File: config.mk
export PLATFORM = sky130hd
export DESIGN_NAME = addmul_useq
export DESIGN_NICKNAME = d
export VERILOG_FILES = /design/src/rtl/addmul_pkg.sv /design/src/rtl/addmul_rstsync.sv /design/src/rtl/addmul_ustore.sv /design/src/rtl/addmul_useq_ctl.sv /design/src/rtl/addmul_dp.sv /design/src/rtl/addmul_useq.sv
export SDC_FILE = /design/constraint.sdc
export NUM_CORES = 1
export LEC_CHECK = 0
export CAP_MARGIN = 20
export CORE_ASPECT_RATIO = 1.75
export CORE_MARGIN = 8
export CORE_UTILIZATION = 45
export CTS_CLUSTER_DIAMETER = 30
export DETAILED_ROUTE_END_ITERATION = 10
export DONT_BUFFER_PORTS = 1
export GPL_TIMING_DRIVEN = 0
export HOLD_SLACK_MARGIN = 0.03
export PLACE_DENSITY = 0.68
export SYNTH_ARGS = -nofsm -noshare
export SYNTH_HDL_FRONTEND = slang
export SYNTH_SLANG_ARGS = --single-unit
File: constraint.sdc
create_clock -name clk -period 2.91 [get_ports clk]
set_clock_uncertainty 0.05 [all_clocks]
set_input_delay 0.291 -clock clk [delete_from_list [all_inputs] [get_ports clk]]
set_output_delay 0.291 -clock clk [all_outputs]
set_load 0.05 [all_outputs]
File: src/rtl/addmul_pkg.sv
package addmul_pkg;

  localparam int CTRL_W = 8;
  localparam int NEXT_W = 4;
  localparam int DEPTH  = 1 << NEXT_W;

  typedef struct packed {
    logic wait_go;
    logic done;
    logic busy;
    logic ld_e;
    logic sel_sum;
    logic ld_acc;
    logic ld_b;
    logic ld_a;
  } ctrl_t;

  typedef struct packed {
    ctrl_t             ctrl;
    logic [NEXT_W-1:0] next;
  } uword_t;

  localparam logic [NEXT_W-1:0] ADDR_IDLE = NEXT_W'(DEPTH - 1);
  localparam logic [NEXT_W-1:0] ADDR_FIRST = '0;

  function automatic uword_t ucode(input logic [NEXT_W-1:0] addr);
    uword_t w;
    w = '0;
    w.next = ADDR_IDLE;
    case (addr)
      4'd0: begin w.ctrl.busy = 1'b1; w.ctrl.ld_a = 1'b1; w.ctrl.ld_b = 1'b1; w.next = 4'd1; end
      4'd1: begin w.ctrl.busy = 1'b1; w.ctrl.ld_acc = 1'b1; w.ctrl.sel_sum = 1'b1; w.next = 4'd2; end
      4'd2: begin w.ctrl.busy = 1'b1; w.ctrl.ld_e = 1'b1; w.next = 4'd3; end
      4'd3: begin w.ctrl.busy = 1'b1; w.ctrl.ld_acc = 1'b1; w.next = 4'd4; end
      4'd4: begin w.ctrl.done = 1'b1; w.next = ADDR_IDLE; end
      ADDR_IDLE: begin w.ctrl.wait_go = 1'b1; w.next = ADDR_FIRST; end
      default: w.next = ADDR_IDLE;
    endcase
    return w;
  endfunction

endpackage

File: src/rtl/addmul_rstsync.sv
module addmul_rstsync (
  input  logic clk,
  input  logic rst_n,
  output logic rst_sync_n
);
  logic [1:0] sync_q;

  always_ff @(posedge clk or negedge rst_n) begin
    if (!rst_n) sync_q <= 2'b00;
    else        sync_q <= {sync_q[0], 1'b1};
  end

  assign rst_sync_n = sync_q[1];
endmodule

File: src/rtl/addmul_ustore.sv
module addmul_ustore
  import addmul_pkg::*;
(
  input  logic [NEXT_W-1:0] addr,
  output uword_t            word
);
  uword_t store [DEPTH];

  for (genvar i = 0; i < DEPTH; i++) begin : g_word
    assign store[i] = ucode(NEXT_W'(i));
  end

  assign word = store[addr];
endmodule

File: src/rtl/addmul_useq_ctl.sv
module addmul_useq_ctl
  import addmul_pkg::*;
(
  input  logic              clk,
  input  logic              rst_n,
  input  logic              start,
  input  uword_t            word,
  output logic [NEXT_W-1:0] addr
);
  logic              step_en;
  logic [NEXT_W-1:0] addr_nxt;

  always_comb begin
    step_en  = !word.ctrl.wait_go || start;
    addr_nxt = word.next;
  end

  always_ff @(posedge clk or negedge rst_n) begin
    if (!rst_n)       addr <= ADDR_IDLE;
    else if (step_en) addr <= addr_nxt;
  end
endmodule

File: src/rtl/addmul_dp.sv
module addmul_dp #(
  parameter int DW = 8
) (
  input  logic              clk,
  input  logic              ld_a,
  input  logic              ld_b,
  input  logic              ld_e,
  input  logic              ld_acc,
  input  logic              sel_sum,
  input  logic [DW-1:0]     op_a,
  input  logic [DW-1:0]     op_b,
  input  logic [DW-1:0]     op_e,
  output logic [2*DW:0]     result
);
  localparam int SUM_W = DW + 1;
  localparam int RES_W = 2 * DW + 1;

  logic [DW-1:0]    r_a, r_b, r_e;
  logic [RES_W-1:0] r_acc;
  logic [SUM_W-1:0] sum;
  logic [RES_W-1:0] prod;
  logic [RES_W-1:0] acc_nxt;

  always_comb begin
    sum     = SUM_W'(r_a) + SUM_W'(r_b);
    prod    = RES_W'(r_acc[SUM_W-1:0]) * RES_W'(r_e);
    acc_nxt = sel_sum ? RES_W'(sum) : prod;
  end

  always_ff @(posedge clk) begin
    if (ld_a)   r_a   <= op_a;
    if (ld_b)   r_b   <= op_b;
    if (ld_e)   r_e   <= op_e;
    if (ld_acc) r_acc <= acc_nxt;
  end

  assign result = r_acc;
endmodule

File: src/rtl/addmul_useq.sv
module addmul_useq
  import addmul_pkg::*;
#(
  parameter int DW = 8
) (
  input  logic          clk,
  input  logic          rst_n,
  input  logic          start,
  input  logic [DW-1:0] op_a,
  input  logic [DW-1:0] op_b,
  input  logic [DW-1:0] op_e,
  output logic          busy,
  output logic          done,
  output logic [2*DW:0] result
);
  localparam int RES_W = 2 * DW + 1;

  logic              rst_sync_n;
  logic [NEXT_W-1:0] addr;
  uword_t            word;

  addmul_rstsync rst_i (
    .clk        (clk),
    .rst_n      (rst_n),
    .rst_sync_n (rst_sync_n)
  );

  addmul_ustore store_i (
    .addr (addr),
    .word (word)
  );

  addmul_useq_ctl ctl_i (
    .clk   (clk),
    .rst_n (rst_sync_n),
    .start (start),
    .word  (word),
    .addr  (addr)
  );

  addmul_dp #(.DW(DW)) dp_i (
    .clk     (clk),
    .ld_a    (word.ctrl.ld_a),
    .ld_b    (word.ctrl.ld_b),
    .ld_e    (word.ctrl.ld_e),
    .ld_acc  (word.ctrl.ld_acc),
    .sel_sum (word.ctrl.sel_sum),
    .op_a    (op_a),
    .op_b    (op_b),
    .op_e    (op_e),
    .result  (result)
  );

  assign busy = word.ctrl.busy;
  assign done = word.ctrl.done;
endmodule

==> flow_summary.json, run 1 <==
{
  "synth_seq_area_share": 0.311,
  "coreArea_um2": 9730,
  "worstPathRequired_ns": 3.00,
  "grt_pass1_wl_um": 17200,
  "final_max_slew_viol_count": 0,
  "dieHeight_um": 148,
  "timing_worst_setup_path_type": "reg2reg",
  "pwr-share-clk": 0.113,
  "p_sw_frac": 0.436,
  "p_int_mw": 3.09,
  "rows": 48,
  "utilization": 0.564,
  "worst_slack_ns": -1.87,
  "dr.pass1.iters": 4,
  "worst_pin_slew_ns": 0.807,
  "syn_avg_cell_area_um2": 10.3,
  "clkSlewWorstSetupHoldPaths_ns": 0.07,
  "drv_cap": 0,
  "syn_inst": 431,
  "ys_warn_count": 0,
  "power_frac_comb": 0.676,
  "synth_edf_count": 41,
  "detail-route-antenna-nets": 0,
  "syn_area_um2": 4460,
  "cts_root_buf": "clkbuf_16",
  "placedInstanceArea_um2": 4770,
  "clockBufferDepth": 2,
  "ioPinCount": 46,
  "rsz0062_at_grt": "yes",
  "num_vias": 3240,
  "die_area_um2": 13500,
  "final_cell_mix": "inv_1, and2_1, edfxtp_1, ha_1, fa_1",
  "die_w_um": 91.2,
  "synth_nets": 551,
  "tritoncts": "built",
  "wl_per_cell_um": 17.2,
  "hpwl_um": 7410,
  "nets": 603,
  "worstPathArrival_ns": 4.87,
  "ys_ff_latch": 47,
  "final_common_cell": "inv_1",
  "synthToLayoutAreaGrowth_pct": 23.3,
  "synthArstFlopShare": 0.128,
  "fin_crit_sh": 1.64,
  "portBuffers": 0,
  "initial_core_util": 0.458,
  "drt-initial-drc-count": 98,
  "finalSetupViolCount": 14,
  "viasPerCell": 5.32,
  "drive_above_1_share": 0.211,
  "first_global_vias": 3509,
  "seq_power_share": 0.210,
  "final_area_um2": 5490,
  "critPathCaptureType": "flop",
  "worstSetupStartpointType": "flop",
  "cts_htree_levels": 2,
  "clock.fmax_mhz": 209,
  "p_sw_mw": 2.39,
  "critical_path.max_fanout": 7,
  "cts.sinks": 47,
  "power_density_nw_per_um2": 998,
  "synth_cell_type_count": 52,
  "grt_max_degree": 19,
  "peakVddDrop_v": 0.000736,
  "slew_headroom": 0.462,
  "routed_wirelength_um": 10500,
  "violations": "negative setup slack",
  "place_congestion": 0.864,
  "total_power_mw": 5.48,
  "period_minus_slack_ns": 4.78,
  "route.detailed.drc": 0,
  "diodes": 0,
  "globalRouteTotalUtil": 0.161,
  "antenna_found_initial": 0,
  "numCtsBuffers": 5,
  "worstSkewPairLatency_ns": 0.30,
  "hold_viol": 0,
  "synthFlopType": "edfxtp_1",
  "grt-ovfl-total": 0,
  "p_leak_nw": 2.38,
  "whs_ns": 0.0396,
  "min_path_type": "in2reg",
  "status": "complete, but fails checks"
}
[logic make-up after synthesis]
family,share of synthesized area
AOI/OAI and AO/OA,0.101
xor gates and xnor gates,0.0138
adders and majority gates,0.334
buffers and inverters,0.0671
DFF,0.311
muxes,0.00225
other,0.000842
and+or+nand+nor,0.170
[state kept, by name, summed over array words and instances, names as in the netlist]
| name | count |
|---|---|
| rst_i.sync_q | 2 |
| dp_i.r_a | 8 |
| dp_i.result | 17 |
| ctl_i.addr | 4 |
| dp_i.r_e | 8 |
| dp_i.r_b | 8 |
[worst paths after layout]
kind                                  from         endpoint  slack [ns]  cells after the start
max                         dp_i.result[4]  dp_i.result[16]       -1.87                     12
min                                op_e[5]      dp_i.r_e[5]        0.04                      0
max reg2reg                 dp_i.result[4]  dp_i.result[16]       -1.87                     12
min reg2reg                rst_i.sync_q[1]    ctl_i.addr[2]        0.21                      0
max in group asynchronous            rst_n  rst_i.sync_q[0]        2.52                      1
min in group asynchronous            rst_n  rst_i.sync_q[1]        0.18                      1
[final cells by class]
cell class                      count  area, um^2
Buffer                              4        22.5
Tap cell                          125         156
Inverter                           68         269
Clock buffer                        5         125
Sequential cell                    47        1390
Fill cell                         837        4240
Multi-Input combinational cell    311        3070
Timing Repair Buffer               46         433
Clock inverter                      3        28.8
[synthesized netlist by cell type (2+ instances only)]
master,count,share of area
inv_1,67,0.056
and2_1,60,0.084
ha_1,50,0.14
fa_1,43,0.19
edfxtp_1,41,0.28
nand2_1,37,0.031
nor2_1,16,0.013
a21oi_1,15,0.017
o21ai_0,11,0.012
nor3_1,7,0.0079
a21o_1,6,0.010
nor2b_1,5,0.0070
a211oi_1,4,0.0067
a31oi_1,4,0.0056
dfstp_2,4,0.024
nand3_1,4,0.0045
o21a_1,4,0.0067
xor2_1,4,0.0079
clkbuf_1,3,0.0025
o21ai_1,3,0.0034
o31a_1,3,0.0059
xnor2_1,3,0.0059
a211o_1,2,0.0039
dfrtp_1,2,0.011
nand4_1,2,0.0028
nor4_1,2,0.0028
o211ai_1,2,0.0034
o31ai_1,2,0.0034
or2_1,2,0.0028
[worst max-delay path, cell delays in order, from the launching register on]
cell and delay (ns):
edfxtp_1 0.86, and2_4 0.28, fa_1 0.44, fa_1 0.57, fa_1 0.45, fa_1 0.46, ha_1 0.30, buf_6 0.13
nand4_4 0.10, or2_4 0.27, a2111o_1 0.36, a31o_1 0.24, a21oi_2 0.13
[layer usage]
| layer | global-route usage | up-vias | share of wire |
|---|---|---|---|
| met5 | 0 | - | 0 |
| met4 | 0.0750 | 0 | 0.033 |
| met3 | 0.0391 | 18 | 0.054 |
| met2 | 0.302 | 73 | 0.56 |
| met1 | 0.161 | 1606 | 0.36 |
| li1 | - | 1543 | - |
[what timing repair did]
action | CTS | global route
pin swaps | 51 | 23
endpoints found under the hold margin | 18 | 4
hold buffers | 17 | 4
resized for setup | 42 | 18
setup endpoints to repair | 14 | 14
buffers inserted | 21 | 5
[metrics by stage]
stage / instances / setup slack [ns] / TNS, ns
global placement: 556 / -2.04 / -24.12
CTS: 603 / -1.92 / -19.68
detailed placement: 557 / -2.06 / -20.82
finish: 609 / -1.87 / -19.35
global route: 609 / -2.01 / -21.62
floorplan: 431 / -1.63 / -15.87
[power by group through the flow]
| stage | sequential, mW | combinational [mW] | clock [mW] |
|---|---|---|---|
| 5_1_grt | 1.17 | 4.11 | 0.657 |
| 6_report | 1.15 | 3.71 | 0.622 |
| 4_1_cts | 1.15 | 3.49 | 0.635 |
| 3_3_place_gp | 1.17 | 2.69 | 0 |
| 3_5_place_dp | 1.17 | 2.74 | 0 |
| 2_1_floorplan | 1.12 | 2.27 | 0 |
(Power assumes the default switching activity.)
==> inputs of run 2 (changes only) <==
CORE_ASPECT_RATIO = 0.8   (was 1.75)
PLACE_DENSITY = 0.66   (was 0.68)
==> run 2 against run 1 <==
  * Final cell count is 2.0% lower
  * Design area is 3.2% lower
  * The flow still finishes with violations (negative setup slack)
  * Critical endpoint unchanged
  * Maximum frequency is 0.65% higher
  * Highest routed layer unchanged
  * Die area is 0.78% lower
==> flow_summary.json, run 2 (synthesis gave the netlist of run 1 again) <==
{
  "worstSetupStartpointType": "flop",
  "hpwl_um": 7340,
  "status": "complete, but fails checks",
  "antenna_found_initial": 0,
  "power_frac_comb": 0.661,
  "drv_cap": 0,
  "finalSetupViolCount": 13,
  "critical_path.startpoint": "dp_i.result[5]",
  "worst_slack_ns": -1.84,
  "nets": 580,
  "peakVddDrop_v": 0.000699,
  "clkSlewWorstSetupHoldPaths_ns": 0.07,
  "worstPathArrival_ns": 4.84,
  "ioPinCount": 46,
  "regToRegEndpoint": "dp_i.result[16]",
  "p_int_mw": 2.85,
  "p_sw_frac": 0.442,
  "die_area_um2": 13400,
  "cts_root_buf": "clkbuf_16",
  "p_sw_mw": 2.26,
  "whs_ns": 0.0393,
  "dr.pass1.iters": 4,
  "final_common_cell": "inv_1",
  "detail-route-antenna-nets": 0,
  "routed_wirelength_um": 9930,
  "largest_reg_flops": 17,
  "reg2reg_depth": 14,
  "rrSetupSlack_ns": -1.84,
  "seq_power_share": 0.226,
  "min_path_type": "in2reg",
  "critPathCaptureType": "flop",
  "pwr-share-clk": 0.112,
  "coreArea_um2": 9650,
  "viasPerCell": 5.28,
  "first_global_vias": 3309,
  "clockBufferDepth": 2,
  "portBuffers": 0,
  "worstPathRequired_ns": 3.00,
  "globalRouteTotalUtil": 0.154,
  "wl_per_cell_um": 16.6,
  "m1WireLength_um": 4580,
  "place_congestion": 0.794,
  "initial_core_util": 0.462,
  "final_max_slew_viol_count": 0,
  "wl_met3_um": 510,
  "r2r_start": "dp_i.result[5]",
  "violations": "negative setup slack",
  "placedInstanceArea_um2": 4780,
  "worstSkewPairLatency_ns": 0.29,
  "rsz0062_at_grt": "yes",
  "die_w_um": 127,
  "numCtsBuffers": 5,
  "grt_pass1_wl_um": 16600,
  "grt_max_degree": 17,
  "slew_headroom": 0.468,
  "final_cell_mix": "inv_1, and2_1, edfxtp_1, ha_1, fa_1",
  "hold_viol": 0,
  "tritoncts": "built",
  "fin_setup_tns_ns": -18.88,
  "total_power_mw": 5.10,
  "crit_end": "dp_i.result[16]",
  "num_vias": 3155,
  "worst_pin_slew_ns": 0.798,
  "synthToLayoutAreaGrowth_pct": 19.3,
  "highest_layer": "met4",
  "route.detailed.drc": 0,
  "fin_crit_sh": 1.63,
  "power_density_nw_per_um2": 960,
  "dieHeight_um": 105,
  "p_leak_nw": 2.27,
  "drive_above_1_share": 0.241,
  "final_area_um2": 5310,
  "wl_met2_um": 4640,
  "rows": 32,
  "cts_htree_levels": 2,
  "clock.fmax_mhz": 211,
  "cts.sinks": 47,
  "timing_worst_setup_path_type": "reg2reg",
  "drt-initial-drc-count": 118,
  "grt-ovfl-total": 0,
  "diodes": 0,
  "critical_path.max_fanout": 7,
  "period_minus_slack_ns": 4.75
}
==> run 2: changes by cell type in the layout (fill, tap and decap cells not counted), sizes merged <==
| cell | previous run | this run |
|---|---|---|
| dlymetal6s2s | 0 | 1 |
| inv | 70 | 68 |
| clkdlybuf4s25 | 1 | 0 |
| buf | 24 | 22 |
| clkinvlp | 0 | 1 |
| dlygate4sd3 | 21 | 1 |
==> run 2: how the worst min path moves through the flow <==
stage             from               to  slack [ns]  cells after the start
2_1_floorplan    rst_n  rst_i.sync_q[0]       -0.05                      0
3_3_place_gp     rst_n  rst_i.sync_q[0]       -0.05                      0
3_5_place_dp     rst_n  rst_i.sync_q[1]       -0.05                      0
4_1_cts        op_e[3]      dp_i.r_e[3]        0.04                      0
5_1_grt        op_a[2]      dp_i.r_a[2]        0.03                      0
6_report       op_e[3]      dp_i.r_e[3]        0.04                      0
==> run 2: metal layers <==
metal,vias to the layer above,global-route usage
met5,-,0
met4,0,0.0381
met3,18,0.0340
li1,1498,-
met2,73,0.258
met1,1566,0.197
==> run 2: power groups by stage <==
| stage | sequential [mW] | combinational, mW | clock (mW) |
|---|---|---|---|
| after floorplan | 1.12 | 2.27 | 0 |
| after global placement | 1.17 | 2.72 | 0 |
| after detailed placement | 1.17 | 2.79 | 0 |
| after CTS | 1.16 | 3.12 | 0.589 |
| after global routing | 1.17 | 3.74 | 0.612 |
| final | 1.16 | 3.37 | 0.574 |
==> run 2: critical path, stage by stage (launching register included) <==
cell      delay (ns)
edfxtp_1        0.72
and2_4          0.32
fa_1            0.55
fa_1            0.46
fa_1            0.51
inv_1           0.05
fa_1            0.48
inv_1           0.04
ha_1            0.27
buf_6           0.12
nand4_4         0.09
or2_4           0.27
a2111o_1        0.32
a31o_1          0.23
a21oi_2         0.11
==> run 2: final cells by class <==
type                            count  area, um^2
Timing Repair Buffer               22         184
Sequential cell                    47        1390
Multi-Input combinational cell    311        3130
Clock inverter                      2        16.3
Tap cell                          136         170
Fill cell                         846        4340
Clock buffer                        6         129
Buffer                              5        33.8
Inverter                           68         269
==> run 2: timing repair <==
item,CTS,global route
hold buffers,1,0
resized for setup,32,36
endpoints found under the setup margin,14,14
pin swaps,35,32
endpoints found under the hold margin,2,0
buffers inserted,13,7
==> run 2: through the flow <==
step,util,instances,worst slack [ns]
after floorplan,-,431,-1.63
after global placement,0.494,567,-2.02
after detailed placement,0.495,568,-2.01
after CTS,0.530,590,-1.91
after global routing,0.551,597,-1.98
final,0.551,597,-1.84
==> inputs of run 3 (changes only) <==
CELL_PAD_IN_SITES_DETAIL_PLACEMENT = 1   (was unset)
CELL_PAD_IN_SITES_GLOBAL_PLACEMENT = 2   (was unset)
HOLD_SLACK_MARGIN = unset   (was 0.03)
PLACE_DENSITY = 0.91   (was 0.66)
==> run 3 against run 2 <==
  * The flow still finishes with violations (negative setup slack)
  * Total power rose by 4.6%
  * First-iteration DRC count fell by 3.4%
  * Sequential cell count did not move
  * Global-route usage rose by 3.7 points
  * Design area barely moved
  * Final cell count fell by 0.17%
  * Sequential share of layout area barely moved
  * Combinational power rose by 6.5%
  * Non-clock buffer count fell by 1
  * Clock power rose by 2%
  * Setup slack got worse by 0.075 ns
  * Largest cell class unchanged
  * Highest routed layer unchanged
==> flow_summary.json, run 3 (synthesis gave the netlist of run 1 again) <==
{
  "p_leak_nw": 2.27,
  "worstPathRequired_ns": 3.00,
  "cts_htree_levels": 2,
  "whs_ns": 0.0386,
  "p_sw_mw": 2.46,
  "peakVddDrop_v": 0.000571,
  "power_density_nw_per_um2": 1000,
  "final_cell_mix": "inv_1, and2_1, edfxtp_1, fa_1, ha_1",
  "detail-route-antenna-nets": 0,
  "worst_slack_ns": -1.91,
  "largest_reg_flops": 17,
  "clock.fmax_mhz": 207,
  "initial_core_util": 0.462,
  "cts.sinks": 47,
  "min_path_type": "in2reg",
  "worstSkewPairLatency_ns": 0.29,
  "drt-initial-drc-count": 114,
  "critPathCaptureType": "flop",
  "nets": 579,
  "pwr-share-clk": 0.110,
  "fin_setup_tns_ns": -21.33,
  "drv_cap": 0,
  "ioPinCount": 46,
  "hold_viol": 0,
  "p_sw_frac": 0.461,
  "dr.pass1.iters": 4,
  "finalSetupViolCount": 14,
  "drive_above_1_share": 0.239,
  "dieHeight_um": 105,
  "num_vias": 3283,
  "coreArea_um2": 9650,
  "critical_path.max_fanout": 7,
  "period_minus_slack_ns": 4.82,
  "routed_wirelength_um": 12400,
  "die_w_um": 127,
  "slew_headroom": 0.399,
  "worstPathArrival_ns": 4.92,
  "hpwl_um": 8430,
  "portBuffers": 0,
  "grt_pass1_wl_um": 19900,
  "fill_cells": 1038,
  "die_area_um2": 13400,
  "clkSlewWorstSetupHoldPaths_ns": 0.07,
  "grt-ovfl-total": 0,
  "final_max_slew_viol_count": 0,
  "power_frac_comb": 0.672,
  "diodes": 0,
  "status": "complete, but fails checks",
  "rsz0062_at_grt": "yes",
  "numCtsBuffers": 5,
  "wl_per_cell_um": 20.8,
  "first_global_vias": 3645,
  "synthToLayoutAreaGrowth_pct": 19.4,
  "clockBufferDepth": 2,
  "place_congestion": 0.750,
  "viasPerCell": 5.51,
  "rows": 32,
  "timing_worst_setup_path_type": "reg2reg",
  "p_int_mw": 2.88,
  "grt_max_degree": 17,
  "route.detailed.drc": 0,
  "final_common_cell": "inv_1",
  "utilization": 0.551,
  "antenna_found_initial": 0,
  "seq_power_share": 0.218,
  "worst_pin_slew_ns": 0.902,
  "violations": "negative setup slack",
  "tritoncts": "built",
  "globalRouteTotalUtil": 0.191,
  "fin_crit_sh": 1.66,
  "cts_root_buf": "clkbuf_16",
  "worstSetupStartpointType": "flop"
}
run 3: metrics by stage:
stage	instance area (um^2)	instances	total power [mW]	worst slack [ns]
2_1_floorplan	4590	431	3.40	-1.63
3_3_place_gp	4760	567	3.92	-2.05
3_5_place_dp	4780	568	4.04	-2.12
4_1_cts	5250	592	5.09	-1.91
5_1_grt	5320	596	5.70	-2.07
6_report	5320	596	5.34	-1.91
run 3: power groups by stage:
| stage | Combinational (mW) | Sequential [mW] | Clock (mW) |
|---|---|---|---|
| after global placement | 2.74 | 1.18 | 0 |
| after CTS | 3.33 | 1.16 | 0.596 |
| after floorplan | 2.27 | 1.12 | 0 |
| after detailed placement | 2.86 | 1.18 | 0 |
| final | 3.59 | 1.16 | 0.587 |
| after global routing | 3.92 | 1.18 | 0.609 |
run 3: metal layers:
layer | routed length, um | global-route usage
met3 | 566 | 0.0396
met2 | 6080 | 0.324
met4 | 303 | 0.0568
met5 | 0 | 0
met1 | 5420 | 0.239
run 3: worst paths after layout:
| kind | from | to | slack (ns) | cells past startpoint |
|---|---|---|---|---|
| worst max-delay path | dp_i.result[4] | dp_i.result[16] | -1.91 | 13 |
| worst min-delay path | op_e[1] | dp_i.r_e[1] | 0.04 | 0 |
| worst max register to register | dp_i.result[4] | dp_i.result[16] | -1.91 | 13 |
| worst min register to register | rst_i.sync_q[1] | ctl_i.addr[3] | 0.22 | 0 |
| max in group asynchronous | rst_n | rst_i.sync_q[1] | 2.52 | 1 |
| min in group asynchronous | rst_n | rst_i.sync_q[0] | 0.17 | 1 |
run 3: cell type report:
class / instances / area, um^2 / share of cell area
buffer: 5 / 33.8 / 0.00635
clock buffer: 6 / 129 / 0.0242
clock inverter: 2 / 17.5 / 0.00329
inverter: 68 / 269 / 0.0506
multi-input combinational: 311 / 3120 / 0.587
sequential: 47 / 1390 / 0.261
tap: 136 / 170 / 0.0320
timing repair buffer: 21 / 191 / 0.0360
run 3: worst max-delay path, stage by stage (launching register included):
cell      delay [ns]
edfxtp_1        0.95
nand2_2         0.13
fa_1            0.53
fa_1            0.58
inv_2           0.04
fa_1            0.49
inv_2           0.04
fa_1            0.50
inv_2           0.05
ha_4            0.29
nand4b_1        0.22
a2111o_1        0.46
a31o_1          0.23
a21oi_2         0.11
run 3: what timing repair did:
| item | in CTS | in global routing |
|---|---|---|
| setup endpoints to repair | 14 | 14 |
| hold endpoints to repair | 2 | 0 |
| pin swaps | 43 | 11 |
| hold buffers | 1 | 0 |
| gates resized for setup | 56 | 10 |
| setup buffers | 15 | 4 |
